### src/rtl/thr_monitor_pkg.sv
package thr_monitor_pkg;
  localparam int MEAS_W = 16;
  localparam int SW     = 6;

  // status / mask bit positions
  localparam int B_AHI = 0;
  localparam int B_ALO = 1;
  localparam int B_WHI = 2;
  localparam int B_WLO = 3;
  localparam int B_QHI = 4;
  localparam int B_QLO = 5;

  // latch control bit positions
  localparam int L_ALM = 0;
  localparam int L_WRN = 1;
  localparam int L_QT  = 2;

  // configuration field codes
  localparam logic [2:0] F_AHI = 3'd0;
  localparam logic [2:0] F_ALO = 3'd1;
  localparam logic [2:0] F_WHI = 3'd2;
  localparam logic [2:0] F_WLO = 3'd3;
  localparam logic [2:0] F_EN  = 3'd4;
  localparam logic [2:0] F_LAT = 3'd5;

  typedef struct packed {
    logic [MEAS_W-1:0] ahi;
    logic [MEAS_W-1:0] alo;
    logic [MEAS_W-1:0] whi;
    logic [MEAS_W-1:0] wlo;
  } thr_set_t;
endpackage

### src/rtl/thr_cfg_regs.sv
module thr_cfg_regs
  import thr_monitor_pkg::*;
#(
  parameter int NCH = 4,
  parameter int AW  = 5
) (
  input  logic                     clk,
  input  logic                     rst_n,
  input  logic                     we,
  input  logic [AW-1:0]            addr,
  input  logic [MEAS_W-1:0]        wdata,
  output thr_set_t [NCH-1:0]       thr_o,
  output logic [NCH-1:0][SW-1:0]   en_o,
  output logic [NCH-1:0][2:0]      lat_o
);
  localparam int CW = AW - 3;
  localparam logic [MEAS_W-1:0] S_MAX = {1'b0, {(MEAS_W-1){1'b1}}};
  localparam logic [MEAS_W-1:0] S_MIN = {1'b1, {(MEAS_W-1){1'b0}}};
  localparam logic [MEAS_W-1:0] U_MAX = {MEAS_W{1'b1}};
  localparam logic [MEAS_W-1:0] U_MIN = {MEAS_W{1'b0}};

  logic [2:0] fld;
  assign fld = addr[2:0];

  for (genvar c = 0; c < NCH; c++) begin : g_ch
    localparam logic [MEAS_W-1:0] HI_RST = (c == 0) ? S_MAX : U_MAX;
    localparam logic [MEAS_W-1:0] LO_RST = (c == 0) ? S_MIN : U_MIN;

    logic          hit;
    thr_set_t      thr_q, thr_n;
    logic [SW-1:0] en_q, en_n;
    logic [2:0]    lat_q, lat_n;

    assign hit = we && (addr[AW-1:3] == CW'(c));

    always_comb begin
      thr_n = thr_q;
      en_n  = en_q;
      lat_n = lat_q;
      case (fld)
        F_AHI:   thr_n.ahi = wdata;
        F_ALO:   thr_n.alo = wdata;
        F_WHI:   thr_n.whi = wdata;
        F_WLO:   thr_n.wlo = wdata;
        F_EN:    en_n      = wdata[SW-1:0];
        F_LAT:   lat_n     = wdata[2:0];
        default: ;
      endcase
    end

    always_ff @(posedge clk or negedge rst_n) begin
      if (!rst_n) begin
        thr_q.ahi <= HI_RST;
        thr_q.whi <= HI_RST;
        thr_q.alo <= LO_RST;
        thr_q.wlo <= LO_RST;
        en_q      <= '0;
        lat_q     <= '0;
      end else if (hit) begin
        thr_q <= thr_n;
        en_q  <= en_n;
        lat_q <= lat_n;
      end
    end

    assign thr_o[c] = thr_q;
    assign en_o[c]  = en_q;
    assign lat_o[c] = lat_q;
  end
endmodule

### src/rtl/thr_chan.sv
module thr_chan
  import thr_monitor_pkg::*;
#(
  parameter bit IS_SIGNED = 1'b0,
  parameter bit HAS_QT    = 1'b1
) (
  input  logic              clk,
  input  logic              rst_n,
  input  logic              upd,
  input  logic [MEAS_W-1:0] meas,
  input  thr_set_t          thr,
  input  logic [2:0]        lat,
  input  logic              qt_hi,
  input  logic              qt_lo,
  input  logic [SW-1:0]     clr,
  output logic [SW-1:0]     stat
);
  logic gt_ahi, lt_alo, gt_whi, lt_wlo;

  if (IS_SIGNED) begin : g_signed
    assign gt_ahi = $signed(meas) > $signed(thr.ahi);
    assign lt_alo = $signed(meas) < $signed(thr.alo);
    assign gt_whi = $signed(meas) > $signed(thr.whi);
    assign lt_wlo = $signed(meas) < $signed(thr.wlo);
  end else begin : g_unsigned
    assign gt_ahi = meas > thr.ahi;
    assign lt_alo = meas < thr.alo;
    assign gt_whi = meas > thr.whi;
    assign lt_wlo = meas < thr.wlo;
  end

  logic [SW-1:0] cond, lat_bit, held, stat_q, stat_n;

  always_comb begin
    cond        = '0;
    cond[B_AHI] = gt_ahi;
    cond[B_ALO] = lt_alo;
    cond[B_WHI] = gt_whi;
    cond[B_WLO] = lt_wlo;
    cond[B_QHI] = HAS_QT && qt_hi;
    cond[B_QLO] = HAS_QT && qt_lo;
  end

  assign lat_bit = {{2{lat[L_QT]}}, {2{lat[L_WRN]}}, {2{lat[L_ALM]}}};
  assign held    = stat_q & ~clr;

  always_comb begin
    stat_n = held;
    for (int i = B_AHI; i <= B_WLO; i++) begin
      if (upd) stat_n[i] = lat_bit[i] ? (held[i] | cond[i]) : cond[i];
    end
    for (int i = B_QHI; i <= B_QLO; i++) begin
      stat_n[i] = lat_bit[i] ? (held[i] | cond[i]) : cond[i];
    end
  end

  always_ff @(posedge clk or negedge rst_n) begin
    if (!rst_n) stat_q <= '0;
    else        stat_q <= stat_n;
  end

  assign stat = stat_q;
endmodule

### src/rtl/thr_monitor.sv
module thr_monitor
  import thr_monitor_pkg::*;
#(
  parameter int NRX = 2
) (
  input  logic                         clk,
  input  logic                         rst_n,
  input  logic [NRX+1:0]               upd_i,
  input  logic [(NRX+2)*MEAS_W-1:0]    meas_i,
  input  logic [NRX-1:0]               qt_hi_i,
  input  logic [NRX-1:0]               qt_lo_i,
  input  logic [(NRX+2)*SW-1:0]        clr_i,
  input  logic                         cfg_we_i,
  input  logic [$clog2(NRX+2)+2:0]     cfg_addr_i,
  input  logic [MEAS_W-1:0]            cfg_wdata_i,
  output logic [(NRX+2)*SW-1:0]        stat_o,
  output logic                         fault_o
);
  localparam int NCH = NRX + 2;
  localparam int AW  = $clog2(NCH) + 3;

  thr_set_t [NCH-1:0]     thr_q;
  logic [NCH-1:0][SW-1:0] en_q;
  logic [NCH-1:0][2:0]    lat_q;

  thr_cfg_regs #(.NCH(NCH), .AW(AW)) u_cfg (
    .clk   (clk),
    .rst_n (rst_n),
    .we    (cfg_we_i),
    .addr  (cfg_addr_i),
    .wdata (cfg_wdata_i),
    .thr_o (thr_q),
    .en_o  (en_q),
    .lat_o (lat_q)
  );

  logic [NCH-1:0] qh_ch, ql_ch;
  assign qh_ch = {qt_hi_i, 2'b00};
  assign ql_ch = {qt_lo_i, 2'b00};

  for (genvar c = 0; c < NCH; c++) begin : g_chan
    thr_chan #(.IS_SIGNED(c == 0), .HAS_QT(c >= 2)) u_chan (
      .clk   (clk),
      .rst_n (rst_n),
      .upd   (upd_i[c]),
      .meas  (meas_i[c*MEAS_W +: MEAS_W]),
      .thr   (thr_q[c]),
      .lat   (lat_q[c]),
      .qt_hi (qh_ch[c]),
      .qt_lo (ql_ch[c]),
      .clr   (clr_i[c*SW +: SW]),
      .stat  (stat_o[c*SW +: SW])
    );
  end

  logic [NCH*SW-1:0] en_flat;
  logic              fault_d, fault_q;
  assign en_flat = en_q;
  assign fault_d = |(stat_o & en_flat);

  always_ff @(posedge clk or negedge rst_n) begin
    if (!rst_n) fault_q <= 1'b0;
    else        fault_q <= fault_d;
  end

  assign fault_o = fault_q;
endmodule

### config.mk
export PLATFORM = sky130hd
export DESIGN_NAME = thr_monitor
export DESIGN_NICKNAME = d
export VERILOG_FILES = /design/src/rtl/thr_monitor_pkg.sv /design/src/rtl/thr_cfg_regs.sv /design/src/rtl/thr_chan.sv /design/src/rtl/thr_monitor.sv
export SDC_FILE = /design/constraint.sdc
export NUM_CORES = 1
export LEC_CHECK = 0
export ABC_AREA = 1
export BUFFER_PORTS_ARGS = -buffer_cell sky130_fd_sc_hd__buf_2
export CORE_AREA = 2 2 194 196
export DETAILED_ROUTE_END_ITERATION = 8
export DIE_AREA = 0 0 196 198
export GPL_ROUTABILITY_DRIVEN = 0
export MAX_ROUTING_LAYER = met4
export PLACE_DENSITY = 0.68
export REMOVE_ABC_BUFFERS = 1
export SYNTH_ARGS = -nofsm -noshare
export SYNTH_HDL_FRONTEND = slang
export SYNTH_SLANG_ARGS = --single-unit
### constraint.sdc
create_clock -name clk -period 2.3 [get_ports clk]
set_input_delay 0.46 -clock clk [delete_from_list [all_inputs] [get_ports clk]]
set_output_delay 0.46 -clock clk [all_outputs]
set_load 0.02 [all_outputs]
Yosys cells after proc, flatten, opt, wreduce, memory -nomap -nowiden
Cells that the tools add are included.

Word-level logic and storage cells: 153. Bits of input ports: 120. Register bits: 317.

Bitwise operators: 29. Reduce and logical (&&, ||, !) cells: 31. Equal/unequal tests: 8. Order comparisons: 16. Mux-type cells: 40.

Operators by type and width (count): $gt 16x16->1 (8); $lt 16x16->1 (8); $reduce_and 2->1 (24); $mux 1 (40); $and 24x24->24 (1); $and 6x6->6 (4); $not 6->6 (4); $reduce_or 24->1 (1); $or 1x1->1 (20); $eq 3x2->1 const B (2); $eq 3x3->1 const B (2); $eq 2x2->1 const B (2); $logic_and 1x1->1 (4); $eq 3x1->1 const B (1); $logic_not 3->1 (1); $eq 2x1->1 const B (1); $logic_not 2->1 (1).

Logic depth before layout (Yosys ltp)
Depth after elaboration: 5. Gate-level depth with buffers: 14. Depth with buffers taken out: 14.

Cells and area by module
A second synthesis with hierarchy kept.

Cell total of the unflattened synthesis: 2566. Area total of the unflattened synthesis: 19351.1 um^2.

By module, submodules not included: thr_cfg_regs (instances 1, area each 11479.8 um^2, cells each 1315); thr_chan (g_chan[2].u_chan ...) (instances 2, area each 1923.1 um^2, cells each 302); thr_chan (g_chan[0].u_chan) (instances 1, area each 1915.6 um^2, cells each 300); thr_chan (g_chan[1].u_chan) (instances 1, area each 1914.3 um^2, cells each 302); thr_monitor (instances 1, area each 195.2 um^2, cells each 45).

Worst setup path after synthesis
OpenSTA, ideal clock, no wires.

Kind: register -> register. Start: register u_cfg.thr_o[47] (netlist name). End: register g_chan[0].u_chan.stat_q[1]. Library setup time: 0.117 ns. Path slack: 0.725 ns. Period minus slack after synthesis: 1.575 ns. Arrival time: 1.458 ns. Required time: 2.183 ns. Cell stages (with the launch flop): 10. Cells stage by stage: dfstp_2 -> inv_1 -> ha_1 -> nand2_1 -> nor4_1 -> nand2_1 -> nand2_1 -> nand2_1 -> nand3_1 -> nand2_1.

Word-level cells in the longest chain between the ends: 4.

RTL lines: $lt 16x16->1 (*) (RTL line thr_chan.sv:22) `assign lt_alo = $signed(meas) < $signed(thr.alo);`; $or 1x1->1 (RTL line thr_chan.sv:50) `if (upd) stat_n[i] = lat_bit[i] ? (held[i] | cond[i]) : cond[i];`; $mux 1 (*) (2 in series) (RTL line thr_chan.sv:50); via g_chan[0].u_chan.stat_n[1] (RTL line thr_chan.sv:32) `logic [SW-1:0] cond, lat_bit, held, stat_q, stat_n;`; end signal: assignment (RTL line thr_chan.sv:59) `else stat_q <= stat_n;`; end: declaration (RTL line thr_chan.sv:32).

Mark *: on every way through the listed nets, which the timed path passes. The rest lies on a longest branch. A chain may end at the register's enable or synchronous reset.

Worst setup path after layout
Start: register u_cfg.thr_o[62] (netlist name). End: register g_chan[0].u_chan.stat_q[0].

Word-level cells in the longest chain between the ends: 4.

RTL lines: $gt 16x16->1 (*) (RTL line thr_chan.sv:21) `assign gt_ahi = $signed(meas) > $signed(thr.ahi);`; $or 1x1->1 (RTL line thr_chan.sv:50); $mux 1 (*) (2 in series) (RTL line thr_chan.sv:50); via g_chan[0].u_chan.stat_n[0] (RTL line thr_chan.sv:32).

Marks and branches as above.

==> results.tsv <==
stage	metric	value	unit
run_status	status	finished clean	
clocking	holdBufCountCts	1	
routing	route.detailed.vias_per_inst	5.23	
sta	max_slew.worst_pin.slew	0.757	ns
sta	min_period	1.78	ns
pwr	leakagePower	10.3	nW
clocking	insertion_delay	0.52	ns
min_path	holdCritStartpoint	clr_i[5]	
critical_path	worst_path_most_repeated_cell	sky130_fd_sc_hd__nand2_1	
cells_and_area	finalNetCount	2671	
critical_path	timing.rr.start	u_cfg.thr_o[62]	
sta	report.final.hold_viol_count	0	
yosys	synth-seq-cells	317	
critical_path	critical_path_class	reg2reg	
die	die_span_in_x	196	um
critical_path	setup.reg_to_reg.worst_slack	0.52	ns
yosys	dominantRegCellSynth	sky130_fd_sc_hd__dfrtp_1	
yosys	most_common_cell_in_the_synthesized_netlist	sky130_fd_sc_hd__nand2_1	
grt	grt_start_max_net_pins	70	
critical_path	critical_path.endpoint_type	register	
job	cap_viol_max_count	0	
yosys	yosys-top-cells-count	sky130_fd_sc_hd__nand2_1, sky130_fd_sc_hd__inv_1, sky130_fd_sc_hd__o21ai_0	
critical_path	r2r_cells	11	
yosys	cell_type_contributing_the_most_total_cell_area_after_synthesis	sky130_fd_sc_hd__dfrtp_1	
clocking	cts_max_path_buffers	3	
clocking	cts.repair.resized	0	
die	rows	71	
routing	detailroute.via_count	14690	
min_path	worstHoldEndpoint	g_chan[0].u_chan.stat[5]	
die	core_region_area	37000	um2
routing	drt_wl_total	48000	um
yosys	synthCells	2146	
critical_path	critPathLaunchType	register	
critical_path	terminus_of_the_critical_flop_to_flop_path	g_chan[0].u_chan.stat[0]	
clocking	cts.repair_timing.setup_buffer_count	0	
die	initial_core_util	49.0	%
die	design.portCount	145	
critical_path	required	2.71	ns
yosys	yosysSeqAreaShare	44.7	%
routing	drt_iter0_markers	742	
yosys	synth.area.top_cells	sky130_fd_sc_hd__dfrtp_1, sky130_fd_sc_hd__dfstp_2, sky130_fd_sc_hd__ha_1, sky130_fd_sc_hd__nand2_1, sky130_fd_sc_hd__o21ai_0	
place	detailed_placer_s_ending_hpwl	34800	um
grt	global_route.overflow_total	0	
critical_path	worstPathCellList	inv_1 > ha_1 > nand2_1 > inv_1 > nand3_1 > nor3_1 > nand2_1 > nand3b_1 > nand2_1 > nand2_1 > nand2_1	
routing	drt_pass1_iterations	7	
clocking	cts.reportedPaths.clkPinSlew	0.06	ns
grt	first_global_vias	14768	
sta	setup_violations	0	
sta	max_clock_freq	561	MHz
pwr	worst_ir_drop_on_vdd	0.566	mV
cells_and_area	syn_to_final_growth	14.8	%
sta	final.period_utilization	77.4	%
place	placed_cells	2737	
yosys	number_of_enable_type_register_cells_in_the_synthesized_netlist	0	
sta	slew_headroom	49.5	%
pwr	power_density	846	nW/um2
sta	final.setup.tns	0	ns
sta	unrepaired_setup_endpoints_after_global_routing	false	
min_path	hold_path_depth	2	
routing	drtAntennaViolNets	0	
min_path	worstHoldPathType	in2reg	
yosys	yosys_warnings	0	
yosys	synth_cell_types	30	
sta	final_max_slew_viol_count	0	
grt	grt_antenna_before_repair	3	
clocking	clkSinkCount	317	
sta	hold-worst-slack	0.0872	ns
critical_path	max_stage_delay	0.53	ns
critical_path	critical_path.slowest_cell	sky130_fd_sc_hd__dfstp_2	
place	port_buffers	144	
critical_path	critical_path_peak_fanout	2	
clocking	cts-htree-levels	2	
die	floorplan.die.height	198	um
yosys	synthArstFlopShare	100	%
routing	wire_per_inst	17.1	um
clocking	cts_tree	yes	
yosys	post-synth-top-area-fraction	26.1	%
grt	global_route_wire_length_before_repair	77400	um
yosys	synth_area_per_cell	8.43	um2
yosys	synthesis.area	18100	um2
grt	overall_global_routing_usage	26.3	%
routing	drc_markers	0	
clocking	cts_root_buf	sky130_fd_sc_hd__clkbuf_16	
cells_and_area	fin_cells	2807	
die	dieArea	38800	um2
clocking	number_of_clock_buffers_inserted_by_tritoncts	37	
critical_path	worstPathBufferInverterCount	2	
critical_path	worstPathArrival	2.19	ns
sta	clock-skew-final	0.0146	ns
cells_and_area	post_route_cells_drive_above_1_share	16.6	%
critical_path	critical-path-top-delay-family	simple AND/OR/NAND/NOR gates	
-- cell families (layout without fill, tap and decap cells) --
family | count (synthesis) | count (layout) | synth area share [%]
compound gates | 486 | 486 | 14.0
other cells | 0 | 4 | 0
buf+inv | 406 | 589 | 8.69
flops | 317 | 317 | 44.7
fa+ha+maj | 248 | 248 | 17.1
simple gates | 689 | 689 | 15.4
-- state kept, by name, indices dropped and copies added (netlist names) --
name,flops
fault_o,1
g_chan.u_chan.stat,24
u_cfg.g_ch.en_q,24
u_cfg.g_ch.lat_q,12
u_cfg.thr_o,256
-- layout make-up --
class,count,area (um2)
Antenna cell,4,10.0
Clock buffer,56,1100
Clock inverter,9,123
Fill cell,3434,16200
Inverter,332,1250
Multi-Input combinational cell,1423,8430
Sequential cell,317,8090
Tap cell,474,593
Timing Repair Buffer,192,1180
-- how the worst max path moves through the flow --
stage	startpoint	to	slack (ns)	cells after the start
after CTS	u_cfg.thr_o[255]	g_chan[3].u_chan.stat[0]	0.53	9
final	u_cfg.thr_o[62]	g_chan[0].u_chan.stat[0]	0.52	11
after detailed placement	meas_i[15]	g_chan[0].u_chan.stat[0]	0.41	11
after floorplan	cfg_addr_i[4]	u_cfg.thr_o[193]	0.71	5
after global placement	meas_i[5]	g_chan[0].u_chan.stat[3]	0.47	10
after global routing	u_cfg.thr_o[255]	g_chan[3].u_chan.stat[0]	0.38	9
-- report_power, final --
part	total, W	internal [W]	switching, W
Sequential	0.00755	0.00691	0.000642
Clock	0.00590	0.00362	0.00228
Combinational	0.00412	0.00168	0.00245
-- routing by layer --
layer  GRT usage [%]  wire (um)  part of all wire, %  up-vias
met5               -          0                    0        -
met3            3.85       2530                  5.3       71
li1                -          -                    -     7305
met1            33.4      21500                   45     6980
met2            44.2      23000                   48      334
met4            6.73       1080                  2.2        0
-- cell usage in the layout (no fill, tap or decap), drive strengths merged, types with 12 or more instances in the layout --
cell      n
nand3b   13
ha      248
inv     332
nor3     21
nand4    24
clkbuf   56
nor2     64
nand3    19
o21ai   337
a21oi   110
dfrtp   189
nand2   540
dfstp   128
buf     191
a211oi   12
-- stage by stage --
| step | util, % | setup WS, ns | power (W) | cell area [um2] |
|---|---|---|---|---|
| final | 56.2 | 0.519 | 0.0176 | 20800 |
| after global routing | 56.2 | 0.381 | 0.0188 | 20800 |
| after CTS | 56.2 | 0.532 | 0.0178 | 20800 |
| after detailed placement | 52.9 | 0.408 | 0.0118 | 19500 |
| after global placement | 52.9 | 0.468 | 0.0115 | 19500 |
| after floorplan | - | 0.711 | 0.0102 | 17800 |
(Power assumes the default switching activity.)
